--- src/rtl/spt_pkg.sv ---
package spt_pkg;

    localparam int CMD_W     = 4;
    localparam int OPND_W    = 16;
    localparam int BYTE_W    = 8;
    localparam int FRAME_LEN = CMD_W + OPND_W;
    localparam int OUT_START = FRAME_LEN - BYTE_W;
    localparam int CNT_W     = $clog2(FRAME_LEN);
    localparam int BIT_W     = $clog2(BYTE_W);

    localparam logic [CMD_W-1:0] OP_CORE      = 4'b0000;
    localparam logic [CMD_W-1:0] OP_LATCH_OUT = 4'b0010;
    localparam logic [CMD_W-1:0] OP_RD        = 4'b1000;
    localparam logic [CMD_W-1:0] OP_RD_POSTI  = 4'b1001;
    localparam logic [CMD_W-1:0] OP_RD_POSTD  = 4'b1010;
    localparam logic [CMD_W-1:0] OP_RD_PREI   = 4'b1011;
    localparam logic [CMD_W-1:0] OP_WR        = 4'b1100;
    localparam logic [CMD_W-1:0] OP_WR_STEP2  = 4'b1101;
    localparam logic [CMD_W-1:0] OP_WR_PG_ST2 = 4'b1110;
    localparam logic [CMD_W-1:0] OP_WR_PG     = 4'b1111;

    typedef enum logic [1:0] {
        STEP_NONE,
        STEP_INC,
        STEP_DEC,
        STEP_INC2
    } step_e;

    typedef struct packed {
        logic  core;    // operand goes to the core-instruction port
        logic  drives;  // second operand byte is driven by the target
        logic  mem_rd;  // latch loaded from memory at end of command phase
        logic  pre;     // pointer adjusted before the read
        logic  wr;      // low operand byte stored at end of frame
        logic  prog;    // start-programming pulse
        step_e step;    // pointer adjustment
    } dec_t;

    function automatic dec_t decode(input logic [CMD_W-1:0] c);
        dec_t d;
        d = '{core: 1'b0, drives: 1'b0, mem_rd: 1'b0, pre: 1'b0,
              wr: 1'b0, prog: 1'b0, step: STEP_NONE};
        case (c)
            OP_CORE:      d.core = 1'b1;
            OP_LATCH_OUT: d.drives = 1'b1;
            OP_RD:        begin d.drives = 1'b1; d.mem_rd = 1'b1; end
            OP_RD_POSTI:  begin d.drives = 1'b1; d.mem_rd = 1'b1; d.step = STEP_INC; end
            OP_RD_POSTD:  begin d.drives = 1'b1; d.mem_rd = 1'b1; d.step = STEP_DEC; end
            OP_RD_PREI:   begin d.drives = 1'b1; d.mem_rd = 1'b1; d.pre = 1'b1;
                                d.step = STEP_INC; end
            OP_WR:        d.wr = 1'b1;
            OP_WR_STEP2:  begin d.wr = 1'b1; d.step = STEP_INC2; end
            OP_WR_PG_ST2: begin d.wr = 1'b1; d.prog = 1'b1; d.step = STEP_INC2; end
            OP_WR_PG:     begin d.wr = 1'b1; d.prog = 1'b1; end
            default:      ;
        endcase
        return d;
    endfunction

endpackage

--- src/rtl/spt_edge_sync.sv ---
module spt_edge_sync #(
    parameter int STAGES = 2
) (
    input  logic clk,
    input  logic rst,
    input  logic ser_clk,
    input  logic ser_din,
    output logic rise,
    output logic fall,
    output logic din_s
);
    localparam int MSB = STAGES - 1;

    logic [STAGES-1:0] clk_sh;
    logic [STAGES-1:0] dat_sh;
    logic              clk_prev;

    always_ff @(posedge clk) begin
        if (rst) begin
            clk_sh   <= '0;
            dat_sh   <= '0;
            clk_prev <= 1'b0;
        end else begin
            clk_sh   <= {clk_sh[MSB-1:0], ser_clk};
            dat_sh   <= {dat_sh[MSB-1:0], ser_din};
            clk_prev <= clk_sh[MSB];
        end
    end

    assign rise  =  clk_sh[MSB] & ~clk_prev;
    assign fall  = ~clk_sh[MSB] &  clk_prev;
    assign din_s =  dat_sh[MSB];
endmodule

--- src/rtl/spt_frame.sv ---
module spt_frame
    import spt_pkg::*;
(
    input  logic                clk,
    input  logic                rst,
    input  logic                rise,
    input  logic                fall,
    input  logic                din,
    input  logic [BYTE_W-1:0]   rd_byte,
    output logic                cmd_done,
    output logic [CMD_W-1:0]    cmd_next,
    output logic                frame_done,
    output logic [CMD_W-1:0]    cmd_q,
    output logic [OPND_W-1:0]   operand,
    output logic                dout,
    output logic                oe,
    output logic [CNT_W-1:0]    bit_cnt
);
    localparam logic [CNT_W-1:0] LAST_CMD = CNT_W'(CMD_W - 1);
    localparam logic [CNT_W-1:0] LAST_BIT = CNT_W'(FRAME_LEN - 1);
    localparam logic [CNT_W-1:0] FIRST_RD = CNT_W'(OUT_START);

    logic [FRAME_LEN-1:0] sh;
    logic [CNT_W-1:0]     out_off;

    assign cmd_next   = {din, sh[FRAME_LEN-1 -: CMD_W-1]};
    assign operand    = {din, sh[FRAME_LEN-1 -: OPND_W-1]};
    assign cmd_done   = fall && (bit_cnt == LAST_CMD);
    assign frame_done = fall && (bit_cnt == LAST_BIT);
    assign out_off    = bit_cnt - FIRST_RD;

    always_ff @(posedge clk) begin
        if (rst) begin
            bit_cnt <= '0;
            sh      <= '0;
            cmd_q   <= '0;
            dout    <= 1'b0;
            oe      <= 1'b0;
        end else if (fall) begin
            sh      <= {din, sh[FRAME_LEN-1:1]};
            bit_cnt <= frame_done ? '0 : bit_cnt + 1'b1;
            if (cmd_done)
                cmd_q <= cmd_next;
            if (frame_done) begin
                oe   <= 1'b0;
                dout <= 1'b0;
            end
        end else if (rise && bit_cnt >= FIRST_RD) begin
            dout <= rd_byte[out_off[BIT_W-1:0]];
            oe   <= decode(cmd_q).drives;
        end
    end
endmodule

--- src/rtl/spt_table.sv ---
module spt_table
    import spt_pkg::*;
#(
    parameter int ADDR_W = 8
) (
    input  logic               clk,
    input  logic               rst,
    input  logic               cmd_done,
    input  logic [CMD_W-1:0]   cmd_next,
    input  logic               frame_done,
    input  logic [CMD_W-1:0]   cmd_q,
    input  logic [OPND_W-1:0]  operand,
    output logic [BYTE_W-1:0]  latch,
    output logic [OPND_W-1:0]  core_insn,
    output logic               core_valid,
    output logic               prog_pulse,
    output logic [ADDR_W-1:0]  prog_addr
);
    localparam int DEPTH = 1 << ADDR_W;

    logic [BYTE_W-1:0] mem [DEPTH];
    logic [ADDR_W-1:0] ptr;
    logic [ADDR_W-1:0] rd_addr;
    dec_t              dr;
    dec_t              dw;

    function automatic logic [ADDR_W-1:0] advance(input logic [ADDR_W-1:0] p,
                                                  input step_e s);
        case (s)
            STEP_INC:  return p + ADDR_W'(1);
            STEP_DEC:  return p - ADDR_W'(1);
            STEP_INC2: return p + ADDR_W'(2);
            default:   return p;
        endcase
    endfunction

    assign dr      = decode(cmd_next);
    assign dw      = decode(cmd_q);
    assign rd_addr = dr.pre ? ptr + ADDR_W'(1) : ptr;

    always_ff @(posedge clk) begin
        if (frame_done && dw.wr)
            mem[ptr] <= operand[BYTE_W-1:0];
    end

    always_ff @(posedge clk) begin
        if (rst) begin
            ptr        <= '0;
            latch      <= '0;
            core_insn  <= '0;
            core_valid <= 1'b0;
            prog_pulse <= 1'b0;
            prog_addr  <= '0;
        end else begin
            core_valid <= 1'b0;
            prog_pulse <= 1'b0;
            if (cmd_done && dr.mem_rd) begin
                latch <= mem[rd_addr];
                ptr   <= advance(ptr, dr.step);
            end
            if (frame_done) begin
                if (dw.wr) begin
                    latch <= operand[BYTE_W-1:0];
                    ptr   <= advance(ptr, dw.step);
                end
                if (dw.prog) begin
                    prog_pulse <= 1'b1;
                    prog_addr  <= ptr;
                end
                if (dw.core) begin
                    core_insn  <= operand;
                    core_valid <= 1'b1;
                end
            end
        end
    end
endmodule

--- src/rtl/serprog_target.sv ---
module serprog_target
    import spt_pkg::*;
#(
    parameter int ADDR_W      = 8,
    parameter int SYNC_STAGES = 2
) (
    input  logic              clk,
    input  logic              rst,
    input  logic              ser_clk,
    input  logic              ser_din,
    output logic              ser_dout,
    output logic              ser_doe,
    output logic [15:0]       core_insn,
    output logic              core_valid,
    output logic              prog_pulse,
    output logic [ADDR_W-1:0] prog_addr
);
    logic               ev_rise;
    logic               ev_fall;
    logic               din_s;
    logic               cmd_done;
    logic               frame_done;
    logic [CMD_W-1:0]   cmd_next;
    logic [CMD_W-1:0]   cmd_q;
    logic [OPND_W-1:0]  operand;
    logic [BYTE_W-1:0]  latch;
    logic [CNT_W-1:0]   frame_cnt;

    spt_edge_sync #(.STAGES(SYNC_STAGES)) u_sync (
        .clk     (clk),
        .rst     (rst),
        .ser_clk (ser_clk),
        .ser_din (ser_din),
        .rise    (ev_rise),
        .fall    (ev_fall),
        .din_s   (din_s)
    );

    spt_frame u_frame (
        .clk        (clk),
        .rst        (rst),
        .rise       (ev_rise),
        .fall       (ev_fall),
        .din        (din_s),
        .rd_byte    (latch),
        .cmd_done   (cmd_done),
        .cmd_next   (cmd_next),
        .frame_done (frame_done),
        .cmd_q      (cmd_q),
        .operand    (operand),
        .dout       (ser_dout),
        .oe         (ser_doe),
        .bit_cnt    (frame_cnt)
    );

    spt_table #(.ADDR_W(ADDR_W)) u_table (
        .clk        (clk),
        .rst        (rst),
        .cmd_done   (cmd_done),
        .cmd_next   (cmd_next),
        .frame_done (frame_done),
        .cmd_q      (cmd_q),
        .operand    (operand),
        .latch      (latch),
        .core_insn  (core_insn),
        .core_valid (core_valid),
        .prog_pulse (prog_pulse),
        .prog_addr  (prog_addr)
    );
endmodule

--- config.mk ---
export PLATFORM = sky130hd
export DESIGN_NAME = serprog_target
export DESIGN_NICKNAME = d
export VERILOG_FILES = /design/src/rtl/spt_pkg.sv /design/src/rtl/spt_edge_sync.sv /design/src/rtl/spt_frame.sv /design/src/rtl/spt_table.sv /design/src/rtl/serprog_target.sv
export SDC_FILE = /design/constraint.sdc
export NUM_CORES = 2
export LEC_CHECK = 0
export BUFFER_PORTS_ARGS = -buffer_cell sky130_fd_sc_hd__buf_4
export CORE_MARGIN = 2
export CORE_UTILIZATION = 41
export DETAILED_ROUTE_END_ITERATION = 8
export GPL_ROUTABILITY_DRIVEN = 0
export PLACE_DENSITY = 0.66
export SETUP_SLACK_MARGIN = 0.4
export SYNTH_ARGS = -nofsm -noshare
export SYNTH_HDL_FRONTEND = slang
export SYNTH_SLANG_ARGS = --single-unit
--- constraint.sdc ---
create_clock -name clk -period 8.9 [get_ports clk]
set_input_delay 0 -clock clk [delete_from_list [all_inputs] [get_ports clk]]
set_output_delay 0 -clock clk [all_outputs]
set_load 0.05 [all_outputs]
==> flow_metrics.env <==
export IMPL_grt_pass1_vias=68800
export IMPL_status="finished, violations left"
export IMPL_synthArstFlopShare_pct=0
export IMPL_setup_slack_ns=2.51
export IMPL_rsz0062_at_grt="no"
export IMPL_setup_viol_count_final=0
export IMPL_first_iter_violations=11100
export IMPL_critical_path_max_fanout=94
export IMPL_pre_cts_ws_ns=2.88
export IMPL_hold_start="rst"
export IMPL_numCtsBuffers=217
export IMPL_critPathLaunchType="register"
export IMPL_port_buffers=31
export IMPL_drive_gt1_share_pct=11.2
export IMPL_ir_drop_mv=0.219
export IMPL_clk_path_buf_depth=3
export IMPL_drc_errors=0
export IMPL_grt_pass1_wl_um=474000
export IMPL_vias=72500
export IMPL_yosys_area_top_type_share_pct=60.9
export IMPL_syn_area_per_cell_um2=13.2
export IMPL_hold_class="in2reg"
export IMPL_synth_ff_type="edfxtp_1"
export IMPL_start_util_pct=41.1
export IMPL_fmax_mhz=156
export IMPL_row_count=182
export IMPL_synth_top_cell_by_area="edfxtp_1"
export IMPL_grt_max_degree=206
export IMPL_clock_sinks=2121
export IMPL_die_h_um=500
export IMPL_crit_type="reg2reg"
export IMPL_clkTransAtPathRegs_ns=0.06
export IMPL_fin_nets=7473
export IMPL_area_growth_pct=10.2
export IMPL_cts_tree="built"
export IMPL_netlist_area_mm2=0.101
export IMPL_fin_setup_tns_ns=0
export IMPL_fin_crit_ns=6.39
export IMPL_slew_headroom_pct=-1.25
export IMPL_wl_per_cell_um=30.7
export IMPL_clock_latency_ns=0.89
export IMPL_postSynthCellCount=7680
export IMPL_hold_viol=0
export IMPL_ys_seq_elements=2121
export IMPL_failed_checks="max-capacitance violations, max-slew violations"
export IMPL_worstRegToRegCells=10
export IMPL_end_kind="register"
export IMPL_die_area_mm2=0.250
export IMPL_rr_startpoint="u_table.ptr[1]$_SDFFE_PP0P_"
export IMPL_core_area_mm2=0.245
export IMPL_cap_violations=1
export IMPL_cp_required_ns=9.69
export IMPL_synthTopCellsByArea="edfxtp_1 61%, mux2i_1 8.5%, a211oi_1 3.6%"
export IMPL_synth_edf_count=2048
export IMPL_yosys_warnings=0
export IMPL_ioPinCount=32
export IMPL_cts_root_buf="clkbuf_16"
export IMPL_drt_wl_total_um=333000
export IMPL_ant_nets=0
export IMPL_cp_arrival_ns=7.18
export IMPL_ys_seq_area_share_pct=62.3
export IMPL_multi_input_comb_area_mm2=0.0352
export IMPL_drv_slew=4
export IMPL_hpwl_um=202000
export IMPL_synth_fp_nets=7693
export IMPL_nFillCells=21400
export IMPL_holdPathStages=3
export IMPL_worst_pin_slew_ns=1.51
export IMPL_avgViaCountPerCell=6.67
export IMPL_power_density_mw_per_mm2=179
export IMPL_die_w_um=500
export IMPL_min_to="u_table.core_valid$_SDFF_PP0_"
export IMPL_ff2ff_setup_slack_ns=2.51
export IMPL_finalCritPeriodShare_pct=71.8
export IMPL_p_leak_nw=33.8
export IMPL_seq_area_mm2=0.0630
export IMPL_clock_skew_ns=0.0382
export IMPL_htreeDepth=4
export IMPL_r2r_end="u_table.latch[5]$_SDFF_PP0_"
export IMPL_grtUsageTotal_pct=25.7
export IMPL_post_cts_buffers=0
export IMPL_grt_ovfl_total=0
export IMPL_drt_pre_antenna_iters=7
export IMPL_antenna_found_initial=17
export IMPL_synth_cell_types=95
-- registers in the layout, summed over array words and instances, names as in the netlist --
name and flops:
u_frame.bit_cnt 5, u_frame.dout 1, u_sync.dat_sh 2, u_sync.clk_prev 1, u_table.mem 2048, u_table.prog_pulse 1, u_frame.oe 1, u_table.core_valid 1
u_frame.cmd_q 4, u_frame.sh 15, u_sync.clk_sh 2, u_table.ptr 8, u_table.latch 8, u_table.core_insn 16, u_table.prog_addr 8
-- metrics by stage --
step	utilization (%)	total power [W]	instances	hold WS [ns]	cell area, um^2
2_1_floorplan	-	0.0110	7680	0.128	101000
3_5_place_dp	42.4	0.0110	10500	0.228	104000
5_1_grt	45.3	0.0204	10900	0.300	111000
3_3_place_gp	42.4	0.0110	10500	0.236	104000
4_1_cts	45.3	0.0200	10900	0.242	111000
6_report	45.3	0.0199	10900	0.264	111000
-- repair_timing --
action	4_1_cts	5_1_grt
hold endpoints to repair	72	0
hold buffers	7	0
resized for setup	0	0
setup endpoints to repair	0	0
-- power by group --
group,internal (W),leakage [nW],switching [W],total [W]
clock network,0.00522,3.46,0.00394,0.00915
registers,0.0108,19.6,0.00000218,0.0108
logic,0.00000508,10.8,0.00000941,0.0000145
total,0.0160,33.8,0.00395,0.0199
-- cells by family (layout without fill, tap and decap cells) --
kind of cell | after synthesis | in the layout | share of synthesized area [%]
adder cells (fa/ha/maj) | 9 | 9 | 0.112
buffers and inverters | 674 | 639 | 3.07
AND/OR/NAND/NOR | 1811 | 1811 | 8.70
other | 0 | 6 | 0
XOR/XNOR | 23 | 23 | 0.214
flip-flops | 2121 | 2121 | 62.3
AO/OA/AOI/OAI | 1944 | 1944 | 13.2
multiplexers | 1098 | 1098 | 12.4
-- per-layer routing --
| metal | vias to the layer above | part of all wire [%] | track usage [%] | wire length, um |
|---|---|---|---|---|
| met3 | 1028 | 13 | 7.09 | 43600 |
| li1 | 30200 | - | - | - |
| met5 | - | 0.047 | 0 | 158 |
| met2 | 5091 | 44 | 39.2 | 148000 |
| met4 | 20 | 5.4 | 12.9 | 18000 |
| met1 | 36100 | 37 | 33.5 | 124000 |
-- Yosys cell counts, types with 30 or more instances --
| master | instances |
|---|---|
| o221ai_1 | 115 |
| a21oi_1 | 332 |
| o211ai_1 | 38 |
| mux2i_1 | 862 |
| buf_2 | 302 |
| clkbuf_1 | 203 |
| buf_1 | 117 |
| o31ai_1 | 36 |
| buf_4 | 40 |
| mux2_2 | 125 |
| nor4_1 | 74 |
| dfxtp_1 | 73 |
| nor2b_1 | 286 |
| nor2_1 | 435 |
| a311oi_1 | 34 |
| a211oi_1 | 479 |
| nand2_1 | 452 |
| nor3_1 | 217 |
| a32oi_1 | 30 |
| a31oi_1 | 50 |
| and3_1 | 48 |
| nand3_1 | 165 |
| o22ai_1 | 420 |
| mux4_2 | 111 |
| edfxtp_1 | 2048 |
| o21ai_0 | 178 |
-- cell usage in the layout, fill, tap and decap left out, types with 14 or more instances in the layout --
| cell | netlist | layout |
|---|---|---|
| or3_1 | 17 | 16 |
| a2111oi_0 | 26 | 26 |
| clkinv_1 | 1 | 37 |
| nand4_1 | 29 | 29 |
| or4_1 | 15 | 15 |
| a32oi_1 | 30 | 30 |
| mux2_2 | 125 | 125 |
| clkbuf_16 | 0 | 220 |
| nor3_1 | 217 | 215 |
| a31oi_1 | 50 | 49 |
| a311oi_1 | 34 | 33 |
| nand3_1 | 165 | 150 |
| nand2b_1 | 16 | 16 |
| a211oi_1 | 479 | 479 |
| o211ai_1 | 38 | 38 |
| clkinv_2 | 0 | 44 |
| nand3_2 | 1 | 14 |
| nor2b_1 | 286 | 286 |
| dfxtp_1 | 73 | 62 |
| buf_4 | 40 | 209 |
| a21oi_1 | 332 | 329 |
| and3_1 | 48 | 48 |
| nor2_1 | 435 | 433 |
| mux2i_1 | 862 | 861 |
| o221ai_1 | 115 | 115 |
| mux4_2 | 111 | 111 |
| o22ai_1 | 420 | 420 |
| bufinv_16 | 0 | 21 |
| nor4_1 | 74 | 74 |
| o2111ai_1 | 18 | 18 |
| a211o_1 | 18 | 18 |
| a221oi_1 | 15 | 15 |
| clkbuf_1 | 203 | 52 |
| o21ai_0 | 178 | 178 |
| nand2_1 | 452 | 449 |
| o31ai_1 | 36 | 36 |
| edfxtp_1 | 2048 | 2048 |
-- how the worst max path moves through the flow --
stage | start | end | cells after the start
2_1_floorplan | u_table.ptr[0]$_SDFFE_PP0P_ | u_table.latch[7]$_SDFF_PP0_ | 20
3_3_place_gp | u_table.ptr[1]$_SDFFE_PP0P_ | u_table.latch[5]$_SDFF_PP0_ | 10
3_5_place_dp | u_table.ptr[1]$_SDFFE_PP0P_ | u_table.latch[5]$_SDFF_PP0_ | 11
4_1_cts | u_table.ptr[1]$_SDFFE_PP0P_ | u_table.latch[5]$_SDFF_PP0_ | 11
5_1_grt | u_table.ptr[1]$_SDFFE_PP0P_ | u_table.latch[5]$_SDFF_PP0_ | 10
6_report | u_table.ptr[1]$_SDFFE_PP0P_ | u_table.latch[5]$_SDFF_PP0_ | 10
-- area by class of cell --
type,count,area share [%]
tap,3220,3.62
sequential,2121,56.6
antenna,6,0.0135
multi-input combinational,4885,31.7
clock inverter,124,1.15
timing repair buffer,228,1.69
inverter,7,0.0259
clock buffer,280,5.22
-- worst max-delay path, cell delays in order (launching register included) --
cell and delay, ns:
dfxtp_4 0.88, ha_1 0.58, nand2_1 0.59, or3_2 0.70, nand2_8 0.65, buf_12 0.41
mux2i_1 0.16, mux2_2 0.39, nor4_1 0.96, o311ai_1 0.47, a311oi_1 0.40
Power figures use the tool's default switching activity.
